`config.mk`:
```
export PLATFORM = sky130hd
export DESIGN_NAME = burst_spi_master
export DESIGN_NICKNAME = d
export VERILOG_FILES = /design/src/rtl/bspi_pkg.sv /design/src/rtl/bspi_fifo.sv /design/src/rtl/bspi_engine.sv /design/src/rtl/bspi_regs.sv /design/src/rtl/burst_spi_master.sv
export SDC_FILE = /design/constraint.sdc
export NUM_CORES = 1
export LEC_CHECK = 0
export BUFFER_PORTS_ARGS = -buffer_cell sky130_fd_sc_hd__clkbuf_2
export CORE_UTILIZATION = 55
export CTS_BUF_LIST = sky130_fd_sc_hd__clkbuf_8
export DETAILED_ROUTE_END_ITERATION = 6
export GPL_ROUTABILITY_DRIVEN = 0
export GPL_TIMING_DRIVEN = 0
export PLACE_DENSITY = 0.73
export SYNTH_ARGS = -nofsm -noshare
export SYNTH_HDL_FRONTEND = slang
export SYNTH_HIERARCHICAL = 1
export SYNTH_SLANG_ARGS = --single-unit
```
`constraint.sdc`:
```
create_clock -name clk -period 4.7 [get_ports clk]
set_input_delay 0 -clock clk [delete_from_list [all_inputs] [get_ports clk]]
set_output_delay 0 -clock clk [all_outputs]
set_load 0.02 [all_outputs]
```
`src/rtl/bspi_pkg.sv`:
```
package bspi_pkg;

    localparam int BUS_W  = 32;
    localparam int ADDR_W = 5;

    localparam logic [ADDR_W-1:0] A_CTRL   = 5'h00;
    localparam logic [ADDR_W-1:0] A_CLKDIV = 5'h04;
    localparam logic [ADDR_W-1:0] A_BURST  = 5'h08;
    localparam logic [ADDR_W-1:0] A_SEND   = 5'h0C;
    localparam logic [ADDR_W-1:0] A_TXDATA = 5'h10;
    localparam logic [ADDR_W-1:0] A_RXDATA = 5'h14;
    localparam logic [ADDR_W-1:0] A_STATUS = 5'h18;

    localparam int CB_EN     = 0;
    localparam int CB_MASTER = 1;
    localparam int CB_TXRST  = 8;
    localparam int CB_RXRST  = 9;
    localparam int CB_XCH    = 10;
    localparam int CB_SRST   = 31;

    localparam int STAT_TX_LSB = 8;

    localparam logic [7:0] FILLER = 8'hFF;

    typedef enum logic [2:0] {
        E_IDLE,
        E_LEAD,
        E_LOAD,
        E_LOW,
        E_HIGH,
        E_TRAIL
    } eng_state_t;

    typedef struct packed {
        logic srst;
        logic xch;
        logic master;
        logic en;
    } ctrl_t;

    function automatic logic [BUS_W-1:0] pack_ctrl(input ctrl_t c);
        logic [BUS_W-1:0] r;
        r            = '0;
        r[CB_EN]     = c.en;
        r[CB_MASTER] = c.master;
        r[CB_XCH]    = c.xch;
        r[CB_SRST]   = c.srst;
        return r;
    endfunction

endpackage

```
`src/rtl/bspi_fifo.sv`:
```
module bspi_fifo #(
    parameter int W     = 8,
    parameter int DEPTH = 64
) (
    input  logic                         clk,
    input  logic                         rst,
    input  logic                         flush,
    input  logic                         push,
    input  logic [W-1:0]                 push_data,
    input  logic                         pop,
    output logic [W-1:0]                 head,
    output logic                         empty,
    output logic                         full,
    output logic [$clog2(DEPTH+1)-1:0]   level
);
    localparam int PTR_W = $clog2(DEPTH);
    localparam int LVL_W = $clog2(DEPTH+1);

    logic [W-1:0]     mem [DEPTH];
    logic [PTR_W-1:0] wr_ptr, rd_ptr;
    logic             do_push, do_pop;

    function automatic logic [PTR_W-1:0] adv(input logic [PTR_W-1:0] p);
        return (p == PTR_W'(DEPTH-1)) ? '0 : p + 1'b1;
    endfunction

    always_comb begin
        empty   = (level == '0);
        full    = (level == LVL_W'(DEPTH));
        do_pop  = pop && !empty;
        do_push = push && (!full || do_pop);
        head    = mem[rd_ptr];
    end

    always_ff @(posedge clk) begin
        if (rst || flush) begin
            wr_ptr <= '0;
            rd_ptr <= '0;
            level  <= '0;
        end else begin
            if (do_push) begin
                mem[wr_ptr] <= push_data;
                wr_ptr      <= adv(wr_ptr);
            end
            if (do_pop) begin
                rd_ptr <= adv(rd_ptr);
            end
            level <= level + LVL_W'(do_push) - LVL_W'(do_pop);
        end
    end
endmodule

```
`src/rtl/bspi_engine.sv`:
```
module bspi_engine
    import bspi_pkg::*;
#(
    parameter int CNT_W = 8,
    parameter int DIV_W = 8
) (
    input  logic             clk,
    input  logic             rst,
    input  logic             abort,
    input  logic             start,
    input  logic [DIV_W-1:0] div,
    input  logic [CNT_W-1:0] burst,
    input  logic [CNT_W-1:0] send,
    input  logic             tx_valid,
    input  logic [7:0]       tx_data,
    output logic             tx_pop,
    output logic             rx_push,
    output logic [7:0]       rx_data,
    output logic             done,
    output logic             sclk,
    output logic             cs_n,
    output logic             mosi,
    input  logic             miso
);
    eng_state_t       state;
    logic [DIV_W-1:0] cnt;
    logic [CNT_W-1:0] byte_idx, burst_l, send_l;
    logic [2:0]       bit_idx;
    logic [7:0]       sh, rx_sh;
    logic             tick, need_tx, last_byte;

    always_comb begin
        tick      = (cnt == div);
        need_tx   = (byte_idx < send_l);
        last_byte = (byte_idx == burst_l - 1'b1);
        tx_pop    = (state == E_LOAD) && need_tx && tx_valid;
        rx_push   = (state == E_HIGH) && tick && (bit_idx == 3'd7);
        done      = (state == E_TRAIL) && tick;
        rx_data   = rx_sh;
        sclk      = (state == E_HIGH);
        cs_n      = (state == E_IDLE);
        mosi      = sh[7];
    end

    always_ff @(posedge clk) begin
        if (rst || abort) begin
            state    <= E_IDLE;
            cnt      <= '0;
            byte_idx <= '0;
            burst_l  <= '0;
            send_l   <= '0;
            bit_idx  <= '0;
            sh       <= '0;
            rx_sh    <= '0;
        end else begin
            case (state)
                E_IDLE: begin
                    if (start) begin
                        state    <= E_LEAD;
                        cnt      <= '0;
                        byte_idx <= '0;
                        burst_l  <= burst;
                        send_l   <= send;
                    end
                end
                E_LEAD: begin
                    if (tick) begin
                        state <= E_LOAD;
                        cnt   <= '0;
                    end else begin
                        cnt <= cnt + 1'b1;
                    end
                end
                E_LOAD: begin
                    cnt     <= '0;
                    bit_idx <= '0;
                    if (need_tx) begin
                        if (tx_valid) begin
                            sh    <= tx_data;
                            state <= E_LOW;
                        end
                    end else begin
                        sh    <= FILLER;
                        state <= E_LOW;
                    end
                end
                E_LOW: begin
                    if (tick) begin
                        rx_sh <= {rx_sh[6:0], miso};
                        state <= E_HIGH;
                        cnt   <= '0;
                    end else begin
                        cnt <= cnt + 1'b1;
                    end
                end
                E_HIGH: begin
                    if (tick) begin
                        cnt <= '0;
                        sh  <= {sh[6:0], 1'b0};
                        if (bit_idx == 3'd7) begin
                            byte_idx <= byte_idx + 1'b1;
                            state    <= last_byte ? E_TRAIL : E_LOAD;
                        end else begin
                            bit_idx <= bit_idx + 1'b1;
                            state   <= E_LOW;
                        end
                    end else begin
                        cnt <= cnt + 1'b1;
                    end
                end
                E_TRAIL: begin
                    if (tick) begin
                        state <= E_IDLE;
                        cnt   <= '0;
                    end else begin
                        cnt <= cnt + 1'b1;
                    end
                end
                default: state <= E_IDLE;
            endcase
        end
    end
endmodule

```
`src/rtl/bspi_regs.sv`:
```
module bspi_regs
    import bspi_pkg::*;
#(
    parameter int CNT_W       = 8,
    parameter int DIV_W       = 8,
    parameter int LVL_W       = 7,
    parameter int DIV_RESET   = 1,
    parameter int SRST_CYCLES = 4
) (
    input  logic              clk,
    input  logic              rst,
    input  logic              bus_wr,
    input  logic              bus_rd,
    input  logic [ADDR_W-1:0] bus_addr,
    input  logic [BUS_W-1:0]  bus_wdata,
    output logic [BUS_W-1:0]  bus_rdata,
    input  logic              eng_done,
    input  logic [LVL_W-1:0]  rx_level,
    input  logic [LVL_W-1:0]  tx_level,
    input  logic [7:0]        rx_head,
    output logic              start,
    output logic              srst_active,
    output logic              xch,
    output logic [DIV_W-1:0]  div,
    output logic [CNT_W-1:0]  burst,
    output logic [CNT_W-1:0]  send,
    output logic              tx_push,
    output logic              rx_pop,
    output logic              tx_flush,
    output logic              rx_flush
);
    localparam int SC_W = $clog2(SRST_CYCLES + 1);

    ctrl_t           ctrl;
    logic [SC_W-1:0] srst_cnt;
    logic            wr_ctrl;

    always_comb begin
        wr_ctrl     = bus_wr && (bus_addr == A_CTRL);
        start       = wr_ctrl && bus_wdata[CB_XCH] && bus_wdata[CB_EN] &&
                      bus_wdata[CB_MASTER] && !ctrl.xch && !ctrl.srst &&
                      (burst != '0);
        tx_push     = bus_wr && (bus_addr == A_TXDATA);
        rx_pop      = bus_rd && (bus_addr == A_RXDATA);
        tx_flush    = (wr_ctrl && bus_wdata[CB_TXRST]) || ctrl.srst;
        rx_flush    = (wr_ctrl && bus_wdata[CB_RXRST]) || ctrl.srst;
        srst_active = ctrl.srst;
        xch         = ctrl.xch;
    end

    always_ff @(posedge clk) begin
        if (rst) begin
            ctrl     <= '0;
            srst_cnt <= '0;
            div      <= DIV_W'(DIV_RESET);
            burst    <= '0;
            send     <= '0;
        end else begin
            if (wr_ctrl) begin
                ctrl.en     <= bus_wdata[CB_EN];
                ctrl.master <= bus_wdata[CB_MASTER];
            end
            if (bus_wr && bus_addr == A_CLKDIV) div   <= bus_wdata[DIV_W-1:0];
            if (bus_wr && bus_addr == A_BURST)  burst <= bus_wdata[CNT_W-1:0];
            if (bus_wr && bus_addr == A_SEND)   send  <= bus_wdata[CNT_W-1:0];

            if (ctrl.srst) begin
                srst_cnt <= srst_cnt + 1'b1;
                if (srst_cnt == SC_W'(SRST_CYCLES - 1)) ctrl.srst <= 1'b0;
            end else if (wr_ctrl && bus_wdata[CB_SRST]) begin
                ctrl.srst <= 1'b1;
                srst_cnt  <= '0;
            end

            if (ctrl.srst || eng_done) ctrl.xch <= 1'b0;
            else if (start)            ctrl.xch <= 1'b1;
        end
    end

    always_comb begin
        bus_rdata = '0;
        case (bus_addr)
            A_CTRL:   bus_rdata = pack_ctrl(ctrl);
            A_CLKDIV: bus_rdata[DIV_W-1:0] = div;
            A_BURST:  bus_rdata[CNT_W-1:0] = burst;
            A_SEND:   bus_rdata[CNT_W-1:0] = send;
            A_RXDATA: bus_rdata[7:0] = rx_head;
            A_STATUS: begin
                bus_rdata[LVL_W-1:0]            = rx_level;
                bus_rdata[STAT_TX_LSB +: LVL_W] = tx_level;
            end
            default:  bus_rdata = '0;
        endcase
    end
endmodule

```
`src/rtl/burst_spi_master.sv`:
```
module burst_spi_master
    import bspi_pkg::*;
#(
    parameter int FIFO_DEPTH  = 64,
    parameter int CNT_W       = 8,
    parameter int DIV_W       = 8,
    parameter int DIV_RESET   = 1,
    parameter int SRST_CYCLES = 4
) (
    input  logic              clk,
    input  logic              rst,
    input  logic              bus_wr,
    input  logic              bus_rd,
    input  logic [ADDR_W-1:0] bus_addr,
    input  logic [BUS_W-1:0]  bus_wdata,
    output logic [BUS_W-1:0]  bus_rdata,
    output logic              spi_sclk,
    output logic              spi_cs_n,
    output logic              spi_mosi,
    input  logic              spi_miso
);
    localparam int LVL_W = $clog2(FIFO_DEPTH + 1);

    logic             start, srst_active, xch_flag, eng_done;
    logic [DIV_W-1:0] clk_div;
    logic [CNT_W-1:0] burst_cnt, send_cnt;
    logic             tx_push, rx_pop, tx_flush, rx_flush;
    logic             tx_pop, tx_empty, tx_full, rx_push, rx_empty, rx_full;
    logic [7:0]       tx_head, rx_head, rx_byte;
    logic [LVL_W-1:0] tx_level, rx_level;

    bspi_regs #(
        .CNT_W(CNT_W), .DIV_W(DIV_W), .LVL_W(LVL_W),
        .DIV_RESET(DIV_RESET), .SRST_CYCLES(SRST_CYCLES)
    ) u_regs (
        .clk(clk), .rst(rst),
        .bus_wr(bus_wr), .bus_rd(bus_rd), .bus_addr(bus_addr),
        .bus_wdata(bus_wdata), .bus_rdata(bus_rdata),
        .eng_done(eng_done), .rx_level(rx_level), .tx_level(tx_level),
        .rx_head(rx_head), .start(start), .srst_active(srst_active),
        .xch(xch_flag), .div(clk_div), .burst(burst_cnt), .send(send_cnt),
        .tx_push(tx_push), .rx_pop(rx_pop),
        .tx_flush(tx_flush), .rx_flush(rx_flush)
    );

    bspi_fifo #(.W(8), .DEPTH(FIFO_DEPTH)) u_txq (
        .clk(clk), .rst(rst), .flush(tx_flush),
        .push(tx_push), .push_data(bus_wdata[7:0]),
        .pop(tx_pop), .head(tx_head),
        .empty(tx_empty), .full(tx_full), .level(tx_level)
    );

    bspi_fifo #(.W(8), .DEPTH(FIFO_DEPTH)) u_rxq (
        .clk(clk), .rst(rst), .flush(rx_flush),
        .push(rx_push), .push_data(rx_byte),
        .pop(rx_pop), .head(rx_head),
        .empty(rx_empty), .full(rx_full), .level(rx_level)
    );

    bspi_engine #(.CNT_W(CNT_W), .DIV_W(DIV_W)) u_eng (
        .clk(clk), .rst(rst), .abort(srst_active), .start(start),
        .div(clk_div), .burst(burst_cnt), .send(send_cnt),
        .tx_valid(!tx_empty), .tx_data(tx_head), .tx_pop(tx_pop),
        .rx_push(rx_push), .rx_data(rx_byte), .done(eng_done),
        .sclk(spi_sclk), .cs_n(spi_cs_n), .mosi(spi_mosi), .miso(spi_miso)
    );

    logic unused_flags;
    assign unused_flags = tx_full ^ rx_full ^ rx_empty;
endmodule

```
Word-level counts from Yosys, hierarchy flattened. Memories as Yosys holds them, arrays and structs flattened. A register that Yosys moved wholly into a read port is not among the register bits. Index checks and enable logic that the tools add are counted.

Register bits: 123. Input bits: 42. Output and inout port bits: 35. Memories: 2. ROM bits: 0. Latch bits: 0. Word-level logic and storage cells: 169. Memory bits (writable): 1024.

Order comparisons: 1. Shift operators: 0. Eq/ne operators: 29. Add/sub/neg operators: 13. Multiply operators: 0. Bitwise logic cells: 0. Multiplexer cells: 46. Reductions and logical operators: 56. Divide/modulo/power cells: 0.

Memory list: u_rxq.mem (depth 64, bits a word 8, read ports 1, clocked after Yosys merged registers in 1, wr ports 1, line bspi_fifo.sv:19) `logic [W-1:0] mem [DEPTH];`; u_txq.mem (depth 64, bits a word 8, read ports 1, clocked after Yosys merged registers in 1, wr ports 1, line bspi_fifo.sv:19).

Operators with widths (number): 8-bit two-way mux (7); 6-bit two-way mux (8); 7-bit one-hot mux with 6 select lines (1); 3-bit two-way mux (13); 8-bit one-hot mux with 2 select lines (2); 6-bit by 1-bit adder with 6-bit output, second input constant (4); 6-bit equality test, second input constant (4); 1-bit logical AND (24); 8-bit one-hot mux with 3 select lines (1); 3-bit one-hot mux with 6 select lines (1); 17-bit two-way mux (1); 8-bit by 1-bit adder with 8-bit output, second input constant (2); 8-bit equality test (2); 5-bit equality test, second input constant (3); 7-bit by 1-bit adder with 7-bit output (2); 7-bit equality test, second input constant (2); 7-bit zero test (2); 7-bit one-hot mux with 2 select lines (1); 7-bit by 1-bit subtractor with 7-bit output (2); 2-bit by 1-bit != test with 1-bit output, second input constant (6); 5-bit by 4-bit equality test with 1-bit output, second input constant (2); 3-bit by 2-bit equality test with 1-bit output, second input constant (3); 3-bit equality test, second input constant (3); 1-bit two-way mux (9); other kinds (22) (40).

Longest topological paths before layout.
Word-level depth: 10. Mapped depth: 20. Gate-level depth less buffers: 19.

Hierarchy. The synthesis kept the hierarchy.

By module, submodules not included: bspi_fifo at u_rxq (area each 21169.1 µm², instances 1, sequential area each 15875.2 µm², cells an instance 1068); bspi_fifo at u_txq (area each 21115.3 µm², instances 1, sequential area each 15875.2 µm², cells an instance 1057); bspi_engine (area each 3011.6 µm², instances 1, sequential area each 1081.0 µm², cells an instance 349); bspi_regs (area each 1761.7 µm², instances 1, sequential area each 620.6 µm², cells an instance 209); burst_spi_master (area each 3.8 µm², instances 1, sequential area each 0.0 µm², cells an instance 1).

Least setup slack after synthesis. Ideal clock, no wire load.

Kind: register -> register. Start: reg u_eng.byte_idx[6]. End: reg u_txq.level[6]. Data required time: 4.568 ns. Arrival time: 3.559 ns. Path buffers: 1. Period minus slack after synthesis: 3.691 ns. Stages on the path, launching flop included: 20. Setup slack: 1.009 ns. Library setup time: 0.132 ns. Cells stage by stage: dfxtp_1 > ha_1 > and3_1 > a221oi_1 > o21a_1 > and4_1 > o21a_2 > inv_1 > buf_2 > ha_1 > inv_1 > ha_1 > inv_1 > fa_1 > nand2b_1 > a21oi_1 > o21ai_0 > a21oi_1 > or3_1 > a21oi_1.

Cells in the longest elaborated chain, start to end: 8.

RTL lines: start, declared (line bspi_engine.sv:27) `logic [CNT_W-1:0] byte_idx, burst_l, send_l;`; start signal, assigned (line bspi_engine.sv:101) `byte_idx <= byte_idx + 1'b1;`; 8-bit less-than comparator (*) (line bspi_engine.sv:34) `need_tx = (byte_idx < send_l);`; 1-bit logical AND (*) (2 in a row) (line bspi_engine.sv:36) `tx_pop = (state == E_LOAD) && need_tx && tx_valid;`; via tx_pop (line burst_spi_master.sv:28) `logic tx_pop, tx_empty, tx_full, rx_push, rx_empty, rx_full;`; 1-bit logical AND (*) (line bspi_fifo.sv:30) `do_pop = pop && !empty;`; 1-bit logical OR (line bspi_fifo.sv:31) `do_push = push && (!full || do_pop);`; 1-bit logical AND (line bspi_fifo.sv:31); 7-bit by 1-bit adder with 7-bit output (line bspi_fifo.sv:48) `level <= level + LVL_W'(do_push) - LVL_W'(do_pop);`; 7-bit by 1-bit subtractor with 7-bit output (*) (line bspi_fifo.sv:48); end signal, assigned (line bspi_fifo.sv:48); end, declared (line bspi_fifo.sv:14) `output logic [$clog2(DEPTH+1)-1:0] level`.

The timed path passes the listed nets; every way through them passes the cells marked *. A chain may end at the register's enable or synchronous reset.

Final worst setup path.
Start: reg u_eng.state[2]. End: mem u_rxq.mem[57][2], enable pin.

Cells in the longest elaborated chain, start to end: 7.

RTL lines: start, declared (line bspi_engine.sv:25) `eng_state_t state;`; start signal, assigned (line bspi_engine.sv:102) `state <= last_byte ? E_TRAIL : E_LOAD;`; 3-bit equality test (line bspi_engine.sv:37) `rx_push = (state == E_HIGH) && tick && (bit_idx == 3'd7);`; 1-bit logical AND (2 in a row) (line bspi_engine.sv:37); via rx_push (line burst_spi_master.sv:28); 1-bit logical AND (line bspi_fifo.sv:31); 1-bit two-way mux (line bspi_fifo.sv:41) `if (do_push) begin`; 1-bit two-way mux (line bspi_fifo.sv:36) `if (rst || flush) begin`; 1-bit two-way mux (not written as such) (line bspi_fifo.sv:42) `mem[wr_ptr] <= push_data;`; end, declared (line bspi_fifo.sv:19).

The timed path passes the listed nets, and every way through them passes these cells.

==> results.md <==
* Die width at 294 um
* Status: completed
* Slack of the critical path at 291 ps
* Slew @ Worst Pin at 1390 ps
* Starting Density at 55.9%
* Worst Reg2Reg Path Length in Cells at 12
* Layout Skew at 46.9 ps
* Headroom to the max-slew limit at 7.14%
* Core area at 0.0842 mm^2
* Hold_sp: bus_wdata[4]
* Routed WL at 114000 um
* DP Worst Slack at 343 ps
* Worst-path maximum fanout at 10
* Latest clock arrival within the worst-skew pair at 850 ps
* Dpl hpwl at 76500 um
* Vias in the first global route at 26.3k
* Remaining global-route overflow at 0
* WL/cell at 26.9 um
* Die area at 0.0867 mm^2
* Clock Sink Count at 1159
* Total GRT Usage at 26.7%
* CTS tree: built
* Row Count at 106
* Worst r2r src: u_eng/state[2]$_SDFFE_PP0P_
* Final setup vio count at 0
* First-pass GRT wire length at 168000 um
* Largest net degree at the start of global routing at 70
* FF-to-FF setup slack at 290 ps
* Yosys Warn Count at 6
* Finished layout cell area at 0.0527 mm^2
* Pins over their slew limit at 0
* Critical path arrival at 4860 ps
* Remaining antenna violation count at 0
* Vias at 26.9k
* Layout Area Growth over Synthesis at 12.1%
* Fmax at 227 MHz
* Clock tree root buffer cell: clkbuf_8
* Cells after synthesis at 2682
* Hold endpoint: u_txq/mem[6][4]$_DFFE_PP_
* R2R Path End: u_rxq/mem[57][2]$_DFFE_PP_
* Max VDD drop at 0.294 mV
* CTS max path bufs at 3
* Dpl cell area at 0.0490 mm^2
* RSZ-0062 raised after global routing: no
* TritonRoute pass-1 iters at 6
* Final worst path period share at 93.8%
* 1st-iter DRT viols at 3200
* Pwr per Cell Area at 369 mW/mm^2
* Ports at 77
* Htree depth at 4
* Final net count at 3038
* Launching element type of the critical path: flop
* Die Y at 294 um
* Power, Total at 19.4 mW
* CP required at 5160 ps
* DR DRC count at 0
* CP endpoint kind: flop
* Max-cap viol count at 0
* Hold Path Cell Cnt at 2
* Crit Path Category: reg2reg
* Hold Crit Class: in2reg
* Final Hold Fails at 0
* Initial antenna violation count at 3
* Num CTS Buffers at 178
* Vias per cell at 6.34
* I/O Buffers at 37
* Final core utilization at 62.6%
* Fin crit period at 4410 ps
* Netlist Area Pre-Place at 0.0471 mm^2
* Clk pin slew, worst setup/hold paths at 60 ps
* Pleak at 17.1 nW
* Share of cells above drive strength 1 at 22.5%
* Synthesized area per cell at 17.5 um^2
[worst max-delay path, cell delays in order (launching register included)]
cell      delay (ps)
dfxtp_1          320
buf_6            150
inv_4             60
nor2_8           160
nand2_4          120
clkinv_2         140
and2_2           210
and3_1           410
o21ai_0          370
buf_2            310
nor2_1           290
nand3_1          550
nor2_1           910
[layout make-up]
| cell class | count | area [um^2] |
|---|---|---|
| sequential | 1159 | 33500 |
| fill | 5830 | 31500 |
| multi-input combinational | 1323 | 12500 |
| clock buffer | 186 | 2560 |
| tap | 1134 | 1420 |
| buffer | 170 | 1040 |
| clock inverter | 135 | 822 |
| timing repair buffer | 83 | 781 |
| inverter | 44 | 169 |
| antenna | 1 | 2.50 |
[worst max path at each step]
stage	startpoint	end	cells after the start
global placement	u_eng/state[2]$_SDFFE_PP0P_	u_rxq/mem[48][6]$_DFFE_PP_	13
CTS	u_eng/byte_idx[6]$_SDFFE_PP0P_	u_txq/level[6]$_SDFF_PP0_	19
floorplan	u_eng/byte_idx[6]$_SDFFE_PP0P_	u_txq/level[6]$_SDFF_PP0_	19
global route	u_eng/byte_idx[6]$_SDFFE_PP0P_	u_txq/level[6]$_SDFF_PP0_	19
finish	u_eng/state[2]$_SDFFE_PP0P_	u_rxq/mem[57][2]$_DFFE_PP_	12
detailed placement	u_eng/byte_idx[6]$_SDFFE_PP0P_	u_txq/level[6]$_SDFF_PP0_	19
[state kept, by name, indices dropped and copies added, names as in the netlist, 8 cells and up, named ones only]
| register | cells |
|---|---|
| u_regs/send | 8 |
| u_eng/send_l | 8 |
| u_eng/byte_idx | 8 |
| u_txq/mem | 512 |
| u_eng/cnt | 8 |
| u_eng/rx_data | 8 |
| u_regs/burst | 8 |
| u_regs/div | 8 |
| u_eng/sh | 8 |
| u_rxq/mem | 512 |
| u_eng/burst_l | 8 |
[per-stage QoR]
step,hold WS (ps),cells,setup TNS [ps]
final,130,4235,0
after global routing,114,4235,0
after CTS,119,4222,0
after detailed placement,251,3882,0
after global placement,231,3868,-1580
after floorplan,86.3,2697,0
[cell usage in the layout (no fill, tap or decap), drive strengths merged, types with 35 or more instances in the layout]
cell       n
a21oi     78
buf      136
clkbuf   277
clkinv    46
dfxtp    135
edfxtp  1024
ha        35
inv      123
mux2i     64
mux4     257
nand2    138
nand3     56
nor2     223
o21ai     40
o22ai     40
[per-layer routing]
layer / track usage, % / up-vias / part of all wire, %
met4: 11.2 / 2 / 4.1
met2: 42.3 / 1564 / 48
li1: - / 11200 / -
met1: 36.0 / 13800 / 38
met5: 0 / - / 0.011
met3: 5.92 / 287 / 9.9
[what timing repair did]
item,in CTS,in global routing
setup buffers,0,0
hold endpoints to repair,77,469
endpoints found under the setup margin,0,2
gates resized for setup,0,1
hold buffers,19,7
[power by group]
part           internal, mW  leakage [nW]  switching (mW)
combinational         0.134          4.63           0.239
clock                  4.04          1.99            3.88
sequential             11.1          10.5          0.0181
total                  15.3          17.1            4.13
(Power assumes the default switching activity.)
